<file path="config.mk">
export PLATFORM = sky130hd
export DESIGN_NAME = sbc_top
export DESIGN_NICKNAME = d
export VERILOG_FILES = /design/src/rtl/sbc_pkg.sv /design/src/rtl/sbc_datapath.sv /design/src/rtl/sbc_control.sv /design/src/rtl/sbc_top.sv
export SDC_FILE = /design/constraint.sdc
export NUM_CORES = 1
export LEC_CHECK = 0
export BUFFER_PORTS_ARGS = -buffer_cell sky130_fd_sc_hd__buf_4
export CAP_MARGIN = 20
export CORE_MARGIN = 4
export CORE_UTILIZATION = 47
export CTS_BUF_LIST = sky130_fd_sc_hd__clkbuf_4 sky130_fd_sc_hd__clkbuf_8
export DETAILED_ROUTE_END_ITERATION = 16
export GPL_TIMING_DRIVEN = 0
export PLACE_DENSITY = 0.71
export SLEW_MARGIN = 20
export SYNTH_ARGS = -nofsm -noshare
export SYNTH_HDL_FRONTEND = slang
export SYNTH_SLANG_ARGS = --single-unit
</file>
<file path="constraint.sdc">
create_clock -name clk -period 1.8 [get_ports clk]
set_clock_uncertainty 0.05 [all_clocks]
set_input_delay 0.09 -clock clk [delete_from_list [all_inputs] [get_ports clk]]
set_output_delay 0.09 -clock clk [all_outputs]
set_load 0.05 [all_outputs]
</file>
<file path="src/rtl/sbc_pkg.sv">
package sbc_pkg;
  localparam int BIT_FORCE_HI = 0;
  localparam int BIT_FORCE_LO = 1;
  localparam int BIT_ACK_REQ  = 2;
  localparam int BIT_ACK_EN   = 3;
  localparam int BIT_REL_FLAG = 4;
  localparam int BIT_CMD_FLAG = 5;
  localparam int CTL_WR_W     = 4;

  typedef struct packed {
    logic startXfer;
    logic addrPhase;
    logic setLatch;
    logic clrLatch;
    logic ackLow;
    logic halt;
  } sbcStrobe_t;

  typedef struct packed {
    logic sclHigh;
    logic sclRise;
    logic sclFall;
    logic relSeen;
    logic cmdSeen;
    logic byteDone;
    logic addrMiss;
    logic ackSlot;
  } sbcEvent_t;
endpackage

</file>
<file path="src/rtl/sbc_datapath.sv">
module sbc_datapath
  import sbc_pkg::*;
#(
  parameter int DATA_W = 8
) (
  input  logic              clk,
  input  logic              rstN,
  input  sbcStrobe_t        strb,
  input  logic              slvWr,
  input  logic [DATA_W-1:0] wrData,
  input  logic              sclIn,
  input  logic              sdaIn,
  output sbcEvent_t         evt,
  output logic              soLatch,
  output logic              sdaOut,
  output logic [DATA_W-1:0] rxData,
  output logic              addrMatch
);
  localparam int CNT_W = $clog2(DATA_W + 1);
  localparam logic [CNT_W-1:0] LAST_DATA = CNT_W'(DATA_W - 1);
  localparam logic [CNT_W-1:0] ACK_CNT   = CNT_W'(DATA_W);

  logic sclQ, sclPrev, sdaQ, sdaPrev;
  logic [CNT_W-1:0] bitCnt;
  logic busy, isAddr, matchQ, latchQ;
  logic [DATA_W-1:0] shiftQ, slvAddr, nextShift;
  logic riseNow, byteNow;

  // line sampling
  always_ff @(posedge clk or negedge rstN) begin
    if (!rstN) begin
      sclQ <= 1'b1; sclPrev <= 1'b1;
      sdaQ <= 1'b1; sdaPrev <= 1'b1;
    end else begin
      sclQ <= sclIn; sclPrev <= sclQ;
      sdaQ <= sdaIn; sdaPrev <= sdaQ;
    end
  end

  assign riseNow   = sclQ & ~sclPrev;
  assign nextShift = {shiftQ[DATA_W-2:0], sdaQ};
  assign byteNow   = riseNow & busy & (bitCnt == LAST_DATA);

  // bit counter and receive shift
  always_ff @(posedge clk or negedge rstN) begin
    if (!rstN) begin
      busy <= 1'b0; bitCnt <= '0; isAddr <= 1'b0;
      shiftQ <= '0; matchQ <= 1'b0;
    end else if (strb.halt) begin
      busy <= 1'b0; bitCnt <= '0; matchQ <= 1'b0;
    end else if (strb.startXfer) begin
      busy <= 1'b1; bitCnt <= '0; matchQ <= 1'b0;
      isAddr <= strb.addrPhase;
    end else if (riseNow && busy) begin
      if (bitCnt == ACK_CNT) begin
        busy <= 1'b0;
        bitCnt <= '0;
      end else begin
        shiftQ <= nextShift;
        bitCnt <= bitCnt + 1'b1;
      end
      if (byteNow && isAddr) matchQ <= (nextShift == slvAddr);
    end
  end

  always_ff @(posedge clk or negedge rstN) begin
    if (!rstN) slvAddr <= '0;
    else if (slvWr) slvAddr <= wrData;
  end

  // output latch: release force wins over command force
  always_ff @(posedge clk or negedge rstN) begin
    if (!rstN) latchQ <= 1'b1;
    else if (strb.setLatch) latchQ <= 1'b1;
    else if (strb.clrLatch) latchQ <= 1'b0;
  end

  always_comb begin
    evt.sclHigh  = sclQ;
    evt.sclRise  = riseNow;
    evt.sclFall  = ~sclQ & sclPrev;
    evt.relSeen  = sclQ & sclPrev & sdaQ & ~sdaPrev;
    evt.cmdSeen  = sclQ & sclPrev & ~sdaQ & sdaPrev;
    evt.byteDone = byteNow;
    evt.addrMiss = byteNow & isAddr & (nextShift != slvAddr);
    evt.ackSlot  = busy & (bitCnt == ACK_CNT);
  end

  assign soLatch   = latchQ;
  assign sdaOut    = strb.ackLow ? 1'b0 : latchQ;
  assign rxData    = shiftQ;
  assign addrMatch = matchQ;
endmodule

</file>
<file path="src/rtl/sbc_control.sv">
module sbc_control
  import sbc_pkg::*;
#(
  parameter int DATA_W = 8
) (
  input  logic                clk,
  input  logic                rstN,
  input  logic                serEn,
  input  logic                xferStart,
  input  logic                addrPhase,
  input  logic                ctlWr,
  input  logic [CTL_WR_W-1:0] ctlBits,
  input  sbcEvent_t           evt,
  output sbcStrobe_t          strb,
  output logic [DATA_W-1:0]   ctlRd
);
  logic ackEnQ, relDetQ, cmdDetQ, ackReqQ, ackOnQ, sawRiseQ;
  logic startNow, reqNew, lateEnable;

  assign startNow   = xferStart & serEn;
  assign lateEnable = ctlWr & ctlBits[BIT_ACK_EN] & ~ackEnQ & evt.ackSlot;
  assign reqNew     = (evt.byteDone & ackEnQ) | lateEnable
                    | (ctlWr & ctlBits[BIT_ACK_REQ]);

  always_ff @(posedge clk or negedge rstN) begin
    if (!rstN) ackEnQ <= 1'b0;
    else if (ctlWr) ackEnQ <= ctlBits[BIT_ACK_EN];
  end

  // detect flags, clears take priority
  always_ff @(posedge clk or negedge rstN) begin
    if (!rstN) begin
      relDetQ <= 1'b0; cmdDetQ <= 1'b0;
    end else begin
      if (!serEn || startNow || evt.addrMiss) relDetQ <= 1'b0;
      else if (evt.relSeen) relDetQ <= 1'b1;
      if (!serEn || startNow || evt.relSeen) cmdDetQ <= 1'b0;
      else if (evt.cmdSeen) cmdDetQ <= 1'b1;
    end
  end

  // acknowledge: start in a clock-low phase, hold through one full clock
  always_ff @(posedge clk or negedge rstN) begin
    if (!rstN) begin
      ackReqQ <= 1'b0; ackOnQ <= 1'b0; sawRiseQ <= 1'b0;
    end else if (!serEn) begin
      ackReqQ <= 1'b0; ackOnQ <= 1'b0; sawRiseQ <= 1'b0;
    end else begin
      if (ackOnQ) begin
        if (evt.sclRise) sawRiseQ <= 1'b1;
        if (evt.sclFall && sawRiseQ) begin
          ackOnQ <= 1'b0; sawRiseQ <= 1'b0;
        end
      end else if (ackReqQ && !evt.sclHigh) begin
        ackOnQ <= 1'b1; ackReqQ <= 1'b0; sawRiseQ <= 1'b0;
      end
      if (reqNew) ackReqQ <= 1'b1;
    end
  end

  always_comb begin
    strb.startXfer = startNow;
    strb.addrPhase = addrPhase;
    strb.setLatch  = ctlWr & ctlBits[BIT_FORCE_HI];
    strb.clrLatch  = ctlWr & ctlBits[BIT_FORCE_LO];
    strb.ackLow    = ackOnQ;
    strb.halt      = ~serEn;
  end

  always_comb begin
    ctlRd = '0;
    ctlRd[BIT_ACK_EN]   = ackEnQ;
    ctlRd[BIT_REL_FLAG] = relDetQ;
    ctlRd[BIT_CMD_FLAG] = cmdDetQ;
  end
endmodule

</file>
<file path="src/rtl/sbc_top.sv">
module sbc_top
  import sbc_pkg::*;
#(
  parameter int DATA_W = 8
) (
  input  logic              clk,
  input  logic              rstN,
  input  logic              serEn,
  input  logic              xferStart,
  input  logic              addrPhase,
  input  logic              ctlWr,
  input  logic              slvWr,
  input  logic [DATA_W-1:0] wrData,
  output logic [DATA_W-1:0] ctlRd,
  input  logic              sclIn,
  input  logic              sdaIn,
  output logic              sdaOut,
  output logic [DATA_W-1:0] rxData,
  output logic              addrMatch
);
  sbcStrobe_t strb;
  sbcEvent_t  evt;
  logic       soLatch;

  sbc_control #(.DATA_W(DATA_W)) u_ctrl (
    .clk(clk), .rstN(rstN), .serEn(serEn), .xferStart(xferStart),
    .addrPhase(addrPhase), .ctlWr(ctlWr), .ctlBits(wrData[CTL_WR_W-1:0]),
    .evt(evt), .strb(strb), .ctlRd(ctlRd)
  );

  sbc_datapath #(.DATA_W(DATA_W)) u_dp (
    .clk(clk), .rstN(rstN), .strb(strb), .slvWr(slvWr), .wrData(wrData),
    .sclIn(sclIn), .sdaIn(sdaIn), .evt(evt), .soLatch(soLatch),
    .sdaOut(sdaOut), .rxData(rxData), .addrMatch(addrMatch)
  );
endmodule

</file>
==> run summary, run 1 <==
CLOCK TREE
-------------------------------------------------------------------------------------
Clock tree from TritonCTS                                                        done
Maximum buffer depth of the clock tree                                              2
Total clock buffers created by CTS                                                  5
Htree depth                                                                         2
CTS clk-pin slew, worst paths                                                 0.10 ns
Clk_lat worst skew                                                            0.33 ns
Count of clock tree sinks                                                          34
Root Buffer                                                              sky130_fd_sc_hd__clkbuf_4

CELLS AND AREA
-------------------------------------------------------------------------------------
Area grow syn2layout                                                            32.8%
Post-route cell area                                                      0.00208 mm²
Antenna diode count                                                                 0
Number of fillers in the final layout                                             248
Layout Utilization                                                              66.6%
Proportion of layout cells with a drive suffix above 1                          40.3%
Final nets                                                                        209

TIMING
-------------------------------------------------------------------------------------
Count of final setup violators                                                      0
Setup TNS                                                                        0 ns
Minimum clock period after layout                                             1.70 ns
Final critical-path share of the clock period                                   94.5%
RSZ-0062 raised after global routing                                               no
Maximum frequency from static timing analysis                                 588 MHz
Hold Fails Final Rpt                                                                0
Final Slew Violations                                                               0

LOGIC SYNTHESIS
-------------------------------------------------------------------------------------
Synthesized instance count                                                        134
Share of the synthesized area in the top cell type                              46.3%
Cell types occupying the most area after synthesis                       sky130_fd_sc_hd__dfrtp_1 (46%), sky130_fd_sc_hd__mux2_2 (13%), sky130_fd_sc_hd__dfstp_2 (8.4%)
Count of unique library cells instantiated by Yosys                                32
Post-synthesis instance area                                              0.00157 mm²
Post-synthesis average cell area                                             11.7 µm²
Flop and latch count out of synthesis                                              34
Portion of the post-synthesis area used by sequential elements                  54.7%
Synthesis warning total                                                             0
Cell type contributing the most total cell area after synthesis          sky130_fd_sc_hd__dfrtp_1

FLOORPLAN
-------------------------------------------------------------------------------------
Number of top-level pins                                                           35
Initial Utilization                                                             50.1%
Row count                                                                          20
Core region area                                                          0.00313 mm²
DIE HEIGHT                                                                    65.8 µm
Width of the chip                                                             65.8 µm
Area enclosed by the die boundary                                         0.00432 mm²

GLOBAL ROUTING
-------------------------------------------------------------------------------------
Initial antenna violation count                                                     0
Number of global-route vias before repair                                        1195
Largest net degree at the start of global routing                                  35
Overall fraction of global-route tracks in use                                  17.9%
Wire length of the first global-routing pass                                  5.65 mm
Total overflow reported by the global router                                        0

ROUTING
-------------------------------------------------------------------------------------
First-pass iteration count of the detailed router                                   4
Total number of vias                                                             1172
Average routed wire per standard cell                                         13.7 µm
Remaining design rule violation count                                               0
Count of routing violations after the opening detailed-route iteration            145
Number of vias per cell after detailed routing                                   4.99
Number of antenna-violating nets in the routed design                               0
Detailed Route WL                                                             3.21 mm

PLACEMENT
-------------------------------------------------------------------------------------
Placed cell area                                                          0.00185 mm²
Final HPWL from detailed placement                                            2.32 mm
Placer Congestion                                                               0.800
Port-buffer cells                                                                  28

CRITICAL PATH
-------------------------------------------------------------------------------------
Required time of the critical path                                            1.96 ns
Largest fanout of any net on the critical path                                      8
Critical Path End Type                                                      flip-flop
Crit Path Class                                                            reg -> reg
Cell-by-cell trace of the critical path                                  inv_1 -> ha_1 -> nand3b_1 -> and2_4 -> nand3_4 -> mux2_2
Startpoint types                                                            flip-flop
Cell with the biggest individual delay on the critical path              sky130_fd_sc_hd__dfrtp_1
CP Data Arrival Time                                                          1.86 ns
Length in cells of the worst reg-to-reg path                                        6
Delay of the slowest critical-path stage                                      0.41 ns

POWER AND IR DROP
-------------------------------------------------------------------------------------
Max IR drop VDD                                                                528 µV
Ratio of total power to cell area                                          782 mW/mm²
Lkg Pwr                                                                      0.971 nW

RUN
-------------------------------------------------------------------------------------
Max capacitance violation total                                                     0

RUN STATUS
-------------------------------------------------------------------------------------
Outcome                                                                     completed

WORST HOLD PATH
-------------------------------------------------------------------------------------
Number of cells on the worst hold path                                              3
Class of the tightest hold or removal check                                 in -> reg

## stage by stage
stage | hold slack [ns] | setup slack (ns) | power [mW] | cells
3_3_place_gp | 0.00147 | 0.103 | 1.16 | 210
5_1_grt | 0.0499 | 0.00605 | 1.72 | 235
6_report | 0.0479 | 0.0993 | 1.63 | 235
4_1_cts | 0.0300 | 0.0653 | 1.65 | 233
2_1_floorplan | -0.256 | 0.145 | 1.07 | 138
3_5_place_dp | 0.00980 | 0.0881 | 1.17 | 210
## layout make-up
type / instances / area [µm²] / area share [%]
buffer: 10 / 71.3 / 3.43
clock buffer: 7 / 58.8 / 2.82
clock inverter: 1 / 5.00 / 0.240
inverter: 6 / 22.5 / 1.08
multi-input combinational: 88 / 637 / 30.6
sequential: 34 / 857 / 41.2
tap: 44 / 55.1 / 2.64
timing repair buffer: 45 / 375 / 18.0
## cell usage after synthesis
| cell | instances |
|---|---|
| sky130_fd_sc_hd__nand2_2 | 1 |
| sky130_fd_sc_hd__a22o_1 | 1 |
| sky130_fd_sc_hd__or2_2 | 1 |
| sky130_fd_sc_hd__nor2_1 | 7 |
| sky130_fd_sc_hd__dfrtp_1 | 29 |
| sky130_fd_sc_hd__nor3_1 | 3 |
| sky130_fd_sc_hd__nand3b_1 | 3 |
| sky130_fd_sc_hd__xnor2_1 | 7 |
| sky130_fd_sc_hd__and2_4 | 1 |
| sky130_fd_sc_hd__a31oi_1 | 2 |
| sky130_fd_sc_hd__dfstp_2 | 5 |
| sky130_fd_sc_hd__xor2_1 | 1 |
| sky130_fd_sc_hd__mux2i_1 | 1 |
| sky130_fd_sc_hd__buf_4 | 9 |
| sky130_fd_sc_hd__mux2_2 | 18 |
| sky130_fd_sc_hd__o21ai_0 | 5 |
| sky130_fd_sc_hd__a21o_2 | 1 |
| sky130_fd_sc_hd__and3b_1 | 1 |
| sky130_fd_sc_hd__inv_1 | 6 |
| sky130_fd_sc_hd__a22oi_1 | 1 |
| sky130_fd_sc_hd__clkbuf_1 | 1 |
| sky130_fd_sc_hd__nand4_1 | 1 |
| sky130_fd_sc_hd__a21oi_1 | 8 |
| sky130_fd_sc_hd__conb_1 | 1 |
| sky130_fd_sc_hd__o211ai_1 | 1 |
| sky130_fd_sc_hd__nand3_1 | 2 |
| sky130_fd_sc_hd__ha_1 | 2 |
| sky130_fd_sc_hd__or4_4 | 1 |
| sky130_fd_sc_hd__nand3_4 | 1 |
| sky130_fd_sc_hd__nand2_1 | 11 |
| sky130_fd_sc_hd__a311oi_1 | 1 |
| sky130_fd_sc_hd__nor2b_1 | 1 |
## placed cells by master, fill, tap and decap left out, types with 2 or more instances in the layout
cell type / count
sky130_fd_sc_hd__dfrtp_1: 29
sky130_fd_sc_hd__dlygate4sd3_1: 15
sky130_fd_sc_hd__xnor2_1: 7
sky130_fd_sc_hd__conb_1: 5
sky130_fd_sc_hd__clkbuf_4: 6
sky130_fd_sc_hd__nand3b_1: 3
sky130_fd_sc_hd__nand3_1: 2
sky130_fd_sc_hd__inv_1: 6
sky130_fd_sc_hd__ha_1: 2
sky130_fd_sc_hd__buf_4: 39
sky130_fd_sc_hd__a21oi_1: 8
sky130_fd_sc_hd__dfstp_2: 5
sky130_fd_sc_hd__o21ai_0: 5
sky130_fd_sc_hd__mux2_2: 18
sky130_fd_sc_hd__nor3_1: 2
sky130_fd_sc_hd__nor2_1: 7
sky130_fd_sc_hd__a31oi_1: 2
sky130_fd_sc_hd__nand2_1: 11
## cells by family (layout without fill, tap and decap cells)
logic type      Yosys count  count (layout)  synth area share, %
other cells               1               5                0.239
compound gates           20              20                 7.58
mux                      19              19                 13.6
fa+ha+maj                 2               2                 1.60
simple gates             34              34                 11.9
xor+xnor                  8               8                 4.47
flops                    34              34                 54.7
buf+inv                  16              69                 5.98
## worst paths after layout
| path | start | to | slack, ns |
|---|---|---|---|
| setup / recovery | u_dp.bitCnt[0]$_DFFE_PN0P_ | u_dp.rxData[2]$_DFFE_PN0P_ | 0.1 |
| hold / removal | serEn | u_ctrl.ackOnQ$_DFF_PN0_ | 0.05 |
| setup reg to reg | u_dp.bitCnt[0]$_DFFE_PN0P_ | u_dp.rxData[2]$_DFFE_PN0P_ | 0.1 |
| hold reg to reg | u_dp.sclQ$_DFF_PN1_ | u_dp.sclPrev$_DFF_PN1_ | 0.32 |
| max in group asynchronous | rstN | u_dp.sdaQ$_DFF_PN1_ | 1.18 |
| min in group asynchronous | rstN | u_dp.slvAddr[2]$_DFFE_PN0P_ | 0.18 |
## timing repair
| item | CTS | global route |
|---|---|---|
| hold buffers | 15 | 0 |
| gates resized for setup | 0 | 1 |
| setup endpoints to repair | 0 | 7 |
| setup buffers | 0 | 2 |
| hold endpoints to repair | 48 | 0 |
## worst max-delay path, delay by kind of cell (launching register included)
family,cells,cell delay [ns]
DFF,1,0.41
adders and majority gates,1,0.16
muxes,1,0.35
buffers and inverters,1,0.08
and+or+nand+nor,3,0.53
## routing by layer
metal | global-route usage (%) | part of all wire (%)
met1 | 21.1 | 40
met2 | 28.7 | 51
met3 | 7.69 | 7.2
met4 | 6.74 | 2.3
met5 | 0 | 0
## power by group
| group | leakage, nW | internal, mW | total, mW | switching (mW) |
|---|---|---|---|---|
| combinational | 0.502 | 0.148 | 0.322 | 0.174 |
| sequential | 0.430 | 0.818 | 0.864 | 0.0457 |
| clock | 0.0387 | 0.204 | 0.443 | 0.238 |
| total | 0.971 | 1.17 | 1.63 | 0.458 |
Note: power is estimated with default switching activity, not from simulation.
==> run 2, diff against run 1 <==
Settings changed: CELL_PAD_IN_SITES_DETAIL_PLACEMENT set to 1, CELL_PAD_IN_SITES_GLOBAL_PLACEMENT set to 1, CORE_UTILIZATION 47 to 43, PLACE_DENSITY 0.71 to not set, PLACE_DENSITY_LB_ADDON set to 0.1.
==> run 2 against run 1 <==
Effect of this change: total power increased by 7.2%; utilization decreased by 4.9 points; clock power increased by 25%; worst hold slack got worse by 0.0099 ns; maximum frequency decreased by 0.89%; cell count increased by 1.3%; via count increased by 1.7%; cell area increased by 1.2%; critical path type unchanged; largest cell class unchanged; highest routed layer unchanged.
==> run summary, run 2 (synthesis results as in run 1) <==
FLOORPLAN
-------------------------------------------------------------------------------------
Number of top-level pins                                                           35   unchanged
Initial Utilization                                                             45.9%   -4.2 points
Core region area                                                          0.00342 mm²   +9.2%
DIE HEIGHT                                                                    68.4 µm   +4.0%
Width of the chip                                                             68.4 µm   +4.0%
Row count                                                                          21   +5.0%
Area enclosed by the die boundary                                         0.00468 mm²   +8.1%

CELLS AND AREA
-------------------------------------------------------------------------------------
Post-route cell area                                                      0.00211 mm²   +1.2%
Area grow syn2layout                                                            34.4%
Area used by multi-input combinational logic                                  638 µm²   +0.20%
Final nets                                                                        210   +0.48%
Antenna diode count                                                                 0   unchanged
Filler-free cell count of the finished design                                     238   +1.3%
Most common library cell in the layout ignoring fill and taps            sky130_fd_sc_hd__buf_4
Number of fillers in the final layout                                             360   +45%
Proportion of layout cells with a drive suffix above 1                          41.1%   +0.83 points
Commonest non-fill, non-tap cells in the layout                          sky130_fd_sc_hd__buf_4 (40), sky130_fd_sc_hd__dfrtp_1 (29), sky130_fd_sc_hd__mux2_2 (18), sky130_fd_sc_hd__dlygate4sd3_1 (15), sky130_fd_sc_hd__nand2_1 (11)
Register Area                                                                 857 µm²   unchanged

TIMING
-------------------------------------------------------------------------------------
Maximum frequency from static timing analysis                                 583 MHz   -0.89%
Final Slew Violations                                                               0   unchanged
Post-route worst setup slack                                                0.0840 ns   -0.0153 ns
Minimum clock period after layout                                             1.72 ns   +0.0153 ns
Count of final setup violators                                                      0   unchanged
Final critical-path share of the clock period                                   95.3%   +0.85 points
Setup TNS                                                                        0 ns   unchanged
Hold Fails Final Rpt                                                                0   unchanged

POWER AND IR DROP
-------------------------------------------------------------------------------------
Ratio of total power to cell area                                          829 mW/mm²   +6.0%
Lkg Pwr                                                                      0.979 nW   +0.82%
Max IR drop VDD                                                                628 µV   +19%

ROUTING
-------------------------------------------------------------------------------------
Number of antenna-violating nets in the routed design                               0   unchanged
Average routed wire per standard cell                                         16.2 µm   +18%
Detailed Route WL                                                             3.85 mm   +20%
Count of routing violations after the opening detailed-route iteration             37   -74%
Total number of vias                                                             1192   +1.7%
Remaining design rule violation count                                               0   unchanged
First-pass iteration count of the detailed router                                   4   unchanged
Number of vias per cell after detailed routing                                   5.01   +0.42%

CLOCK TREE
-------------------------------------------------------------------------------------
Root Buffer                                                              sky130_fd_sc_hd__clkbuf_4
Clock tree from TritonCTS                                                        done
Clk_lat worst skew                                                            0.33 ns   about the same
Maximum buffer depth of the clock tree                                              2   unchanged
CTS clk-pin slew, worst paths                                                 0.11 ns   about the same
Total clock buffers created by CTS                                                  5   unchanged
Count of clock tree sinks                                                          34   unchanged
Htree depth                                                                         2   unchanged

GLOBAL ROUTING
-------------------------------------------------------------------------------------
Total overflow reported by the global router                                        0   unchanged
Largest net degree at the start of global routing                                  35   unchanged
Overall fraction of global-route tracks in use                                  18.9%   +1.0 points
Met1 demand-to-capacity share in global routing                                 21.4%   +0.29 points
Top Usage Layer GRT                                                              met2
Met3 Resource Use GR                                                            4.11%   -3.6 points
Number of global-route vias before repair                                        1328   +11%
Wire length of the first global-routing pass                                  6.39 mm   +13%
Global-route track usage on met2                                                34.4%   +5.8 points
Initial antenna violation count                                                     0   unchanged

CRITICAL PATH
-------------------------------------------------------------------------------------
Largest fanout of any net on the critical path                                      8   unchanged
CP Launch Point                                                          u_dp.bitCnt[0]$_DFFE_PN0P_
Critical Path End Type                                                      flip-flop
CP Data Arrival Time                                                          1.89 ns   +0.03 ns
Reg-to-reg critical path startpoint                                      u_dp.bitCnt[0]$_DFFE_PN0P_
Length in cells of the worst reg-to-reg path                                        6   unchanged
Reg-to-Reg End                                                           u_dp.rxData[6]$_DFFE_PN0P_
Required time of the critical path                                            1.97 ns   about the same
Startpoint types                                                            flip-flop
Slack of the worst reg-to-reg path                                            0.08 ns   -0.02 ns
Crit Path Class                                                            reg -> reg

WORST HOLD PATH
-------------------------------------------------------------------------------------
Class of the tightest hold or removal check                                 in -> reg
Hold wc startpoint                                                          xferStart
Endpoint, Worst Hold                                                     u_dp.busy$_DFFE_PN0P_
Number of cells on the worst hold path                                              3   unchanged

RUN
-------------------------------------------------------------------------------------
Max capacitance violation total                                                     0   unchanged

PLACEMENT
-------------------------------------------------------------------------------------
Placed cell area                                                          0.00185 mm²   +0.14%
Cells after DPL                                                                   212   +0.95%
Post-placement worst setup slack                                            0.0919 ns   +0.00378 ns
Final HPWL from detailed placement                                            2.53 mm   +9.1%
Port-buffer cells                                                                  28   unchanged
Placer Congestion                                                               0.709   -11%

RUN STATUS
-------------------------------------------------------------------------------------
Outcome                                                                     completed

run 2: cell count changes in the layout (fill, tap and decap cells not counted), sizes merged:
| cell | before | now |
|---|---|---|
| bufinv | 0 | 1 |
| clkbuf | 8 | 6 |
| buf | 39 | 40 |
| clkinv | 1 | 2 |
run 2: how the worst max path moves through the flow:
| stage | to | slack (ns) | cells past startpoint |
|---|---|---|---|
| global placement | u_dp.rxData[4]$_DFFE_PN0P_ | 0.12 | 5 |
| CTS | u_dp.rxData[6]$_DFFE_PN0P_ | 0.04 | 6 |
| finish | u_dp.rxData[6]$_DFFE_PN0P_ | 0.08 | 6 |
| detailed placement | u_dp.rxData[0]$_DFFE_PN0P_ | 0.09 | 5 |
| global route | u_dp.rxData[4]$_DFFE_PN0P_ | -0.01 | 6 |
| floorplan | u_ctrl.relDetQ$_DFFE_PN0P_ | 0.15 | 4 |
run 2: final cells by class:
class | count | area share, %
clock inverters | 3 | 1.90
flip-flops and latches | 34 | 40.7
plain buffers | 10 | 3.38
well taps | 46 | 2.73
multi-input cells | 88 | 30.3
clock buffers | 5 | 1.78
inverters | 6 | 1.07
repair buffers | 46 | 18.2
run 2: timing repair:
| item | CTS | global route |
|---|---|---|
| hold buffers | 15 | 0 |
| hold endpoints to repair | 48 | 0 |
| endpoints found under the setup margin | 0 | 10 |
| buffers inserted | 0 | 3 |
| resized for setup | 0 | 2 |
run 2: worst max-delay path, stage by stage, from the launching register on:
cell and delay (ns):
sky130_fd_sc_hd__dfrtp_1 0.44, sky130_fd_sc_hd__inv_1 0.11, sky130_fd_sc_hd__ha_1 0.16, sky130_fd_sc_hd__nand3b_1 0.14, sky130_fd_sc_hd__and2_4 0.22, sky130_fd_sc_hd__nand3_4 0.15, sky130_fd_sc_hd__mux2_2 0.36
run 2: routing by layer:
| layer | vias up | wire [µm] |
|---|---|---|
| met4 | 0 | 66 |
| met3 | 9 | 155 |
| met5 | - | 0 |
| met1 | 589 | 1540 |
| met2 | 34 | 2090 |
| li1 | 560 | - |
run 2: metrics by stage:
stage	hold WS (ns)	util (%)	power (mW)
3_5_place_dp	0.0123	54.2	1.18
4_1_cts	0.0217	60.8	1.77
3_3_place_gp	0.0110	54.2	1.16
2_1_floorplan	-0.256	-	1.07
6_report	0.0380	61.7	1.75
5_1_grt	0.0263	61.7	1.84
run 2: power by group:
part	internal [mW]	switching [mW]
combinational	0.149	0.178
sequential	0.818	0.0478
clock	0.288	0.266
total	1.25	0.492
==> run 3, diff against run 2 <==
Settings changed: CORE_ASPECT_RATIO set to 0.8.
==> run 3 against run 2 <==
Effect of this change: combinational power down 5%; flip-flop and latch count unchanged; count of clock-buffer cells in the layout is 2 higher; sequential share of layout area is 0.51 points higher; largest cell class unchanged; largest power group unchanged.
==> run summary, run 3 (synthesis results as in run 1) <==
TIMING
-------------------------------------------------------------------------------------
Minimum clock period after layout                                             1.72 ns   +0.00231 ns
Final critical-path share of the clock period                                   95.5%   +0.13 points
Final Slew Violations                                                               0   unchanged
Hold Fails Final Rpt                                                                0   unchanged
Setup TNS                                                                        0 ns   unchanged
Post-route worst setup slack                                                0.0817 ns   -0.00231 ns
Count of final setup violators                                                      0   unchanged
Maximum frequency from static timing analysis                                 582 MHz   -0.13%

WORST HOLD PATH
-------------------------------------------------------------------------------------
Hold wc startpoint                                                          wrData[3]
Class of the tightest hold or removal check                                 in -> reg

CRITICAL PATH
-------------------------------------------------------------------------------------
Largest fanout of any net on the critical path                                      8   unchanged
Cell with the biggest individual delay on the critical path              sky130_fd_sc_hd__dfrtp_1
Startpoint types                                                            flip-flop
Cell-by-cell trace of the critical path                                  inv_1 -> ha_1 -> nand3b_1 -> and2_4 -> nand3_4 -> mux2_2
Reg-to-reg critical path startpoint                                      u_dp.bitCnt[0]$_DFFE_PN0P_
Required time of the critical path                                            1.92 ns   -0.05 ns
Family with the most delay on the worst path                             simple AND/OR/NAND/NOR gates
Critical Path End Type                                                      flip-flop
CP Launch Point                                                          u_dp.bitCnt[0]$_DFFE_PN0P_
Crit Path Class                                                            reg -> reg
Slack of the worst reg-to-reg path                                            0.08 ns   about the same
Delay of the slowest critical-path stage                                      0.43 ns   about the same
CP Data Arrival Time                                                          1.84 ns   -0.05 ns
Combined buffer and inverter count along the critical path                          1   unchanged

CLOCK TREE
-------------------------------------------------------------------------------------
Clk_lat worst skew                                                            0.29 ns   -0.04 ns
Htree depth                                                                         2   unchanged
Count of clock tree sinks                                                          34   unchanged
Post-CTS Repair Setup Buffers                                                       0   unchanged
Maximum buffer depth of the clock tree                                              2   unchanged
Root Buffer                                                              sky130_fd_sc_hd__clkbuf_8
CTS clk-pin slew, worst paths                                                 0.06 ns   -0.05 ns
Clock tree from TritonCTS                                                        done
Total clock buffers created by CTS                                                  5   unchanged

ROUTING
-------------------------------------------------------------------------------------
Count of routing violations after the opening detailed-route iteration             46   +24%
Detailed Route WL                                                             3.46 mm   -10%
Remaining design rule violation count                                               0   unchanged
Number of vias per cell after detailed routing                                   5.06   +0.98%
Average routed wire per standard cell                                         15.2 µm   -5.9%
Number of antenna-violating nets in the routed design                               0   unchanged
First-pass iteration count of the detailed router                                   2   -2
Total number of vias                                                             1148   -3.7%

CELLS AND AREA
-------------------------------------------------------------------------------------
Final nets                                                                        203   -3.3%
Proportion of layout cells with a drive suffix above 1                          40.5%   -0.61 points
Commonest non-fill, non-tap cells in the layout                          sky130_fd_sc_hd__buf_4 (37), sky130_fd_sc_hd__dfrtp_1 (29), sky130_fd_sc_hd__mux2_2 (18), sky130_fd_sc_hd__nand2_1 (11), sky130_fd_sc_hd__dlygate4sd3_1 (11)
Most common library cell in the layout ignoring fill and taps            sky130_fd_sc_hd__buf_4
Number of fillers in the final layout                                             383   +6.4%
Antenna diode count                                                                 0   unchanged
Layout Utilization                                                              59.9%   -1.7 points
Area grow syn2layout                                                            32.7%

RUN
-------------------------------------------------------------------------------------
Max capacitance violation total                                                     0   unchanged

POWER AND IR DROP
-------------------------------------------------------------------------------------
Lkg Pwr                                                                      0.967 nW   -1.2%
Internal Pwr Total                                                            1.42 mW   +13%
Ratio of total power to cell area                                          920 mW/mm²   +11%
Sequential Power Share                                                          45.2%   -4.4 points
Switch share                                                                    25.7%   -2.5 points
Reported net switching power                                                 0.492 mW   about the same
Part of the total power dissipated in the clock network                         38.6%   +6.9 points
Part of the total power dissipated in combinational logic                       16.3%   -2.4 points
Max IR drop VDD                                                                683 µV   +8.8%

FLOORPLAN
-------------------------------------------------------------------------------------
Row count                                                                          19   -9.5%
DIE HEIGHT                                                                    62.0 µm   -9.3%
Width of the chip                                                             75.5 µm   +10%
Initial Utilization                                                             45.2%   -0.73 points
Core region area                                                          0.00347 mm²   +1.6%
Number of top-level pins                                                           35   unchanged
Area enclosed by the die boundary                                         0.00468 mm²   +0.13%

GLOBAL ROUTING
-------------------------------------------------------------------------------------
Number of global-route vias before repair                                        1139   -14%
Largest net degree at the start of global routing                                  35   unchanged
Overall fraction of global-route tracks in use                                  16.3%   -2.6 points
Wire length of the first global-routing pass                                  5.43 mm   -15%
Initial antenna violation count                                                     0   unchanged
Total overflow reported by the global router                                        0   unchanged

RUN STATUS
-------------------------------------------------------------------------------------
Outcome                                                                     completed

PLACEMENT
-------------------------------------------------------------------------------------
Port-buffer cells                                                                  28   unchanged
Placer Congestion                                                               0.776   +9.4%
Final HPWL from detailed placement                                            2.53 mm   -0.20%
Post-placement worst setup slack                                            0.0603 ns   -0.0316 ns

-- run 3: cell count changes in the layout (fill, tap and decap cells not counted), sizes merged --
| cell | previous run | this run |
|---|---|---|
| buf | 40 | 37 |
| clkbuf | 6 | 8 |
| clkinv | 2 | 0 |
| dlygate4sd3 | 15 | 11 |
-- run 3: power by group through the flow --
| stage | clock network, mW | logic (mW) | registers [mW] |
|---|---|---|---|
| final | 0.739 | 0.311 | 0.865 |
| after global routing | 0.796 | 0.335 | 0.873 |
| after CTS | 0.752 | 0.315 | 0.866 |
| after detailed placement | 0 | 0.295 | 0.879 |
| after global placement | 0 | 0.288 | 0.874 |
| after floorplan | 0 | 0.155 | 0.911 |
-- run 3: through the flow --
step / instances / hold slack [ns] / power, mW / area (µm²)
after floorplan: 138 / -0.256 / 1.07 / 1580
after global placement: 208 / 0.00779 / 1.16 / 1850
after detailed placement: 208 / 0.0148 / 1.17 / 1850
after CTS: 227 / 0.00945 / 1.93 / 2080
after global routing: 227 / 0.0117 / 2.00 / 2080
final: 227 / 0.0143 / 1.92 / 2080
-- run 3: what timing repair did --
item,CTS,global route
hold buffers,11,0
endpoints found under the setup margin,0,2
gates resized for setup,0,1
hold endpoints to repair,39,0
-- run 3: routing by layer --
layer / vias up / global-route usage [%] / wire, µm
met1: 563 / 20.4 / 1590
met4: 0 / 8.23 / 65
li1: 549 / - / -
met5: - / 0 / 0
met2: 29 / 26.1 / 1610
met3: 7 / 4.50 / 194
-- run 3: worst paths after layout --
path / end / depth (start not counted)
worst max-delay path: u_dp.rxData[6]$_DFFE_PN0P_ / 6
worst min-delay path: u_dp.slvAddr[3]$_DFFE_PN0P_ / 2
worst max register to register: u_dp.rxData[6]$_DFFE_PN0P_ / 6
worst min register to register: u_dp.sclPrev$_DFF_PN1_ / 0
max in group asynchronous: u_dp.soLatch$_DFFE_PN1P_ / 2
min in group asynchronous: u_dp.rxData[2]$_DFFE_PN0P_ / 2
-- run 3: final cells by class --
class                           count  area, µm²  share of cell area [%]
Timing Repair Buffer               39        320                    15.4
Sequential cell                    34        857                    41.2
Buffer                             10       71.3                    3.43
Tap cell                           42       52.6                    2.53
Clock buffer                        7       90.1                    4.33
Inverter                            6       22.5                    1.08
Multi-Input combinational cell     88        637                    30.6
Clock inverter                      1       30.0                    1.44
